==> src/rtl/vic_pkg.sv <==
package vic_pkg;

  // Decide whether a winning level may be presented, given the service state.
  function automatic logic preempt_ok(input logic nest_en, input logic busy,
                                      input int unsigned win_lvl,
                                      input int unsigned top_lvl);
    if (!busy) return 1'b1;
    return nest_en && (win_lvl > top_lvl);
  endfunction

endpackage

==> src/rtl/vic_prio_enc.sv <==
module vic_prio_enc #(
  parameter int N  = 4,
  parameter int IW = 2
) (
  input  logic [N-1:0]  req,
  output logic          any,
  output logic [IW-1:0] idx,
  output logic [N-1:0]  onehot
);
  always_comb begin
    any = 1'b0;
    idx = '0;
    for (int i = 0; i < N; i++) begin
      if (req[i]) begin
        any = 1'b1;
        idx = IW'(i);
      end
    end
    onehot = any ? (N'(1) << idx) : '0;
  end
endmodule

==> src/rtl/vic_line.sv <==
module vic_line (
  input  logic clk,
  input  logic rst_n,
  input  logic irq,
  input  logic edge_mode,
  input  logic clr,
  output logic pend
);
  logic prev_q, lat_q, rise;

  assign rise = irq & ~prev_q;

  always_ff @(posedge clk) begin
    if (!rst_n) begin
      prev_q <= 1'b0;
      lat_q  <= 1'b0;
    end else begin
      prev_q <= irq;
      lat_q  <= edge_mode & ((lat_q & ~clr) | rise);
    end
  end

  assign pend = edge_mode ? lat_q : irq;

  // a latched edge survives until its own clear
  p_edge_hold_r5: assert property (@(posedge clk) disable iff (!rst_n)
    (edge_mode && lat_q && !clr) |=> lat_q);
endmodule

==> src/rtl/vic_svc_track.sv <==
module vic_svc_track #(
  parameter int N  = 4,
  parameter int IW = 2
) (
  input  logic          clk,
  input  logic          rst_n,
  input  logic [N-1:0]  set_oh,
  input  logic          rti,
  output logic [N-1:0]  isr,
  output logic          busy,
  output logic [IW-1:0] top_idx
);
  logic [N-1:0] top_oh;

  vic_prio_enc #(.N(N), .IW(IW)) u_top (
    .req(isr), .any(busy), .idx(top_idx), .onehot(top_oh)
  );

  always_ff @(posedge clk) begin
    if (!rst_n) isr <= '0;
    else        isr <= (isr & ~(rti ? top_oh : '0)) | set_oh;
  end

  // a lone return removes exactly one in-service bit
  p_rti_pops_one_r8: assert property (@(posedge clk) disable iff (!rst_n)
    (rti && set_oh == '0 && busy) |=> $countones(isr) == $past($countones(isr)) - 1);

  // the cleared bit is the highest one, lower ones stay
  p_rti_keeps_low_r8: assert property (@(posedge clk) disable iff (!rst_n)
    (rti && set_oh == '0 && busy) |=> !isr[$past(top_idx)]);
endmodule

==> src/rtl/vic_irq_ctrl.sv <==
module vic_irq_ctrl #(
  parameter int NLINES = 4,
  parameter int VEC_W  = 16
) (
  input  logic              clk,
  input  logic              rst_n,
  input  logic [NLINES-1:0] irq_in,
  input  logic              cfg_we,
  input  logic [NLINES-1:0] cfg_mask,
  input  logic [NLINES-1:0] cfg_edge,
  input  logic              cfg_nest,
  input  logic              int_ack,
  input  logic              int_rti,
  output logic              int_req,
  output logic [VEC_W-1:0]  int_vec,
  output logic [NLINES-1:0] in_service
);
  import vic_pkg::*;

  localparam int IW = (NLINES > 1) ? $clog2(NLINES) : 1;

  logic [NLINES-1:0] mask_q, edge_q;
  logic              nest_q;
  logic [NLINES-1:0] pend, elig, win_oh, clr_oh;
  logic              elig_any, busy, ack_fire;
  logic [IW-1:0]     win_idx, top_idx;

  always_ff @(posedge clk) begin
    if (!rst_n) begin
      mask_q <= '1;
      edge_q <= '0;
      nest_q <= 1'b0;
    end else if (cfg_we) begin
      mask_q <= cfg_mask;
      edge_q <= cfg_edge;
      nest_q <= cfg_nest;
    end
  end

  for (genvar g = 0; g < NLINES; g++) begin : g_line
    vic_line u_line (
      .clk(clk), .rst_n(rst_n), .irq(irq_in[g]), .edge_mode(edge_q[g]),
      .clr(clr_oh[g]), .pend(pend[g])
    );
  end

  assign elig = pend & ~mask_q;

  vic_prio_enc #(.N(NLINES), .IW(IW)) u_win (
    .req(elig), .any(elig_any), .idx(win_idx), .onehot(win_oh)
  );

  vic_svc_track #(.N(NLINES), .IW(IW)) u_svc (
    .clk(clk), .rst_n(rst_n), .set_oh(clr_oh), .rti(int_rti),
    .isr(in_service), .busy(busy), .top_idx(top_idx)
  );

  assign int_req  = elig_any &&
                    preempt_ok(nest_q, busy, int'(win_idx), int'(top_idx));
  assign ack_fire = int_ack & int_req;
  assign clr_oh   = ack_fire ? win_oh : '0;
  assign int_vec  = VEC_W'(win_idx);

  // presented line is eligible and nothing above it is
  p_highest_wins_r2: assert property (@(posedge clk) disable iff (!rst_n)
    int_req |-> (elig >> win_idx) == NLINES'(1));

  // a masked line is never presented
  p_mask_blocks_r3: assert property (@(posedge clk) disable iff (!rst_n)
    int_req |-> !mask_q[win_idx]);

  // acknowledge marks the presented level in service
  p_ack_marks_r7: assert property (@(posedge clk) disable iff (!rst_n)
    ack_fire |=> in_service[$past(win_idx)]);

  // no presentation during service when nesting is off
  p_no_nest_r9: assert property (@(posedge clk) disable iff (!rst_n)
    (!nest_q && busy) |-> !int_req);

  // during service only a strictly higher level is presented
  p_nest_higher_r10: assert property (@(posedge clk) disable iff (!rst_n)
    (int_req && busy) |-> win_idx > top_idx);
endmodule

==> config.mk <==
export PLATFORM = sky130hd
export DESIGN_NAME = vic_irq_ctrl
export DESIGN_NICKNAME = d
export VERILOG_FILES = /design/src/rtl/vic_pkg.sv /design/src/rtl/vic_prio_enc.sv /design/src/rtl/vic_line.sv /design/src/rtl/vic_svc_track.sv /design/src/rtl/vic_irq_ctrl.sv
export SDC_FILE = /design/constraint.sdc
export NUM_CORES = 1
export LEC_CHECK = 0
export BUFFER_PORTS_ARGS = -buffer_cell sky130_fd_sc_hd__buf_2
export CORE_MARGIN = 3
export CORE_UTILIZATION = 40
export CTS_BUF_LIST = sky130_fd_sc_hd__clkbuf_8
export DETAILED_ROUTE_END_ITERATION = 7
export PLACE_DENSITY = 0.64
export SYNTH_ARGS = -nofsm -noshare
export SYNTH_HDL_FRONTEND = slang
export SYNTH_HIERARCHICAL = 1
export SYNTH_SLANG_ARGS = --single-unit
==> constraint.sdc <==
create_clock -name clk -period 4.3 [get_ports clk]
set_input_delay 0.645 -clock clk [delete_from_list [all_inputs] [get_ports clk]]
set_output_delay 0.645 -clock clk [all_outputs]
set_load 0.02 [all_outputs]
==> results by group <==
Synth
  – Most frequent cell after synthesis: dfxtp_1
  – Top cells by count, synth: dfxtp_1 (21), buf_4 (14), inv_1 (13)
  – Largest family of logic cells by synthesized area: simple AND/OR/NAND/NOR gates
  – Post-synth EDFFs: 0
  – Synth Area in Compound Gates: around 10%
  – Top cell type's share of synthesized area: 36.5%
  – Synth top area cells: dfxtp_1 (36%), buf_4 (9.1%), mux2i_1 (7.8%)
  – Post-Synth Simple-Gate Area: between 20% and 30%
  – Syn Area/Cell: 8.80 um2
  – Yosys top cell by area: dfxtp_1
  – Adder-cell share of the synthesized area: roughly 2.2%
  – Xor/xnor cell area share of the yosys netlist: 0%
  – Yosys warning total: 6
  – Sequential share of the synthesized area: 36.5%
  – Synth Register Bits: 21
  – Async S/R FF share, synth: 0%
  – Top FF cell, synth: dfxtp_1
  – Yosys cell types: 26
  – Post-Synthesis Cells: between 100 and 150
  – Synthesized area: 1150 um2
  – Mux cell area share after synthesis: about an eighth

Route
  – Vias: 860
  – Routed WL: about 2000 um
  – WL/cell: 10.8 um
  – Final ANT Viol Nets: 0
  – TritonRoute pass-1 iters: 4
  – # DRC: 0
  – DRT iter0 DRCs: 22
  – Via/cell ratio: 4.65

Clock tree
  – TritonCTS Buffers: 3
  – Root Buffer Master: clkbuf_8
  – Setup bufs post-CTS: 0
  – Latest clock arrival within the worst-skew pair: roughly 250 ps
  – Hold-fix buffers, CTS: 0
  – Clock-pin slew on the worst setup and hold paths: about 80 ps
  – Clk buf depth: 2
  – Post-CTS sizing: 0
  – Clock sink count: 21
  – TritonCTS clock tree: built
  – H-tree Lvls: 1

Worst setup path
  – CP Launch Type: input port
  – CP bufs+invs: 4
  – Data arrival, critical path: roughly 2400 ps
  – Critical path capture point type: output port
  – Reg2reg path depth: 9
  – Worst-path maximum fanout: 3
  – Critical path's top delay family: compound AO/OA/AOI/OAI gates
  – Endpoint of the lowest-slack register-to-register path: g_line[1].u_line/lat_q
  – Worst path required time: between 3000 and 4000 ps
  – Crit path largest cell delay: ~300 ps
  – Crit path max-delay cell type: ha_1
  – Crit path cell chain: buf_2 -> mux2_4 -> nor2b_1 -> inv_1 -> o21bai_1 -> inv_1 -> ha_1 -> a21boi_2 -> o21ai_0 -> a21boi_1 -> buf_2
  – R2R Path Start: edge_q[2]
  – Crit Path Category: in2out
  – R2r setup slk: roughly 2000 ps

Floorplan
  – Initial core utilization: between 40 and 50%
  – Full die area: ~3600 um2
  – Row cnt: 18
  – Die Width: between 50 and 60 um
  – Io pins: 39
  – CORE AREA: 2610 um2
  – Die Span Y: between 50 and 60 um

Global route
  – Largest net degree at the start of global routing: 22
  – Final global-route overflow total: 0
  – GRT busiest layer: met2
  – Initial antenna violation count: 0
  – GR met2 Demand/Resource: between 10% and 20%
  – GRT met3 Usage: 3.24%
  – First-pass GRT wire length: roughly 3200 um
  – Met1 Usage GRT: 15.4%
  – Vias in the first global route: 767
  – GR Util All Layers: a little under an eighth

Cells and area
  – Layout cells sized above 1: between 20% and 30%
  – # diodes: 0
  – Area Overhead vs Synth: 11.2%
  – Fillers: about 270
  – Fin nets: 176

Hold path
  – Min-Delay Path Class: reg2reg
  – WHS Endpoint: g_line[3].u_line/lat_q
  – Worst hold start: edge_q[3]
  – Hold Path Stages: 2

Power
  – Share of power burned in registers: a little over half
  – P_int: a little under 0.0003 W
  – Sw frac: 25.8%
  – Leakage Power: around 0.58 nW
  – Part of the power in the clock network: around a third
  – Combinational share of power: 16.5%
  – Maximum VDD drop: approximately 170 uV
  – Power Total: about 0.00040 W
  – PD cells: ~310 nW/um2
  – Net switching power: roughly 0.0001 W

Timing
  – RSZ-0062 raised after global routing: false
  – Fin crit period: approximately 3000 ps
  – Final setup viols: 0
  – Final setup skew: 3.13 ps
  – Final-report max-slew violation count: 0
  – Final hold violations: 0
  – Sum Neg Setup Slack: 0 ps
  – Fmax: between 0.3 and 0.4 GHz
  – Final worst path period share: approximately 70%

Place
  – DP Wirelength: 1570 um
  – I/O Buffers: 24
  – RD Place Congestion: 0.811

Run status
  – Outcome: completed

Run
  – Max-cap violation count: 0
[worst min-delay path, cell delays in order (launching register included)]
cell and delay [ps]:
dfxtp_1 340, nand2_1 60, a21oi_1 30
[flip-flops by register name, summed over array words and instances (netlist names)]
name,count
edge_q,4
mask_q,4
g_line.u_line/prev_q,4
u_svc/isr,4
g_line.u_line/lat_q,4
nest_q,1
[worst max path at each step]
stage                     slack (ps)  endpoint  cells after the start      start
after global placement          1330   int_req                     11  irq_in[1]
after CTS                       1260   int_req                     11  irq_in[1]
after global routing            1080   int_req                     11  irq_in[1]
after floorplan                 1230   int_req                      8  irq_in[2]
final                           1270   int_req                     11  irq_in[1]
after detailed placement        1280   int_req                     11  irq_in[1]
[final cells by class]
type,instances,area (um2),area share [%]
multi-input combinational,93,608,47.5
timing repair buffer,24,120,9.37
tap,30,37.5,2.93
inverter,13,48.8,3.81
sequential,21,420,32.8
clock inverter,1,5.00,0.391
clock buffer,3,41.3,3.22
[routing by layer]
metal,routed length [um],vias to the layer above
li1,-,439
met1,907,388
met2,918,31
met3,166,2
met4,12,0
met5,0,-
[stage by stage]
stage                     hold slack, ps  worst slack (ps)  std cells  cell area [um2]  utilization, %
final                                464              1270        185             1280            49.0
after global routing                 494              1080        185             1280            49.0
after CTS                            468              1260        185             1280            49.0
after detailed placement             452              1280        181             1230            47.3
after global placement               452              1330        181             1230            47.3
after floorplan                      440              1230        144             1200               -
[cell usage in the layout, fill, tap and decap left out, types with 3 or more instances in the layout]
cell,n
nor2b_1,11
inv_1,13
nor2_1,6
nand2_1,8
and2_1,5
o21ai_1,4
nand2b_1,9
conb_1,14
clkbuf_8,3
buf_2,24
a21oi_1,4
a31oi_1,4
dfxtp_1,21
mux2i_1,9
mux2_4,4
[power groups by stage]
stage               sequential [W]  clock [W]  combinational, W
floorplan                 0.000211          0         0.0000577
global placement          0.000212          0         0.0000641
detailed placement        0.000212          0         0.0000656
CTS                       0.000207   0.000130         0.0000663
global route              0.000209   0.000139         0.0000727
finish                    0.000207   0.000125         0.0000657
[logic make-up after synthesis]
kind of cell,count (synthesis)
and+or+nand+nor,46
buffers and inverters,30
DFF,21
AOI/OAI and AO/OA,18
muxes,13
adders and majority gates,2
other,1
Note: power is estimated with default switching activity, not from simulation.
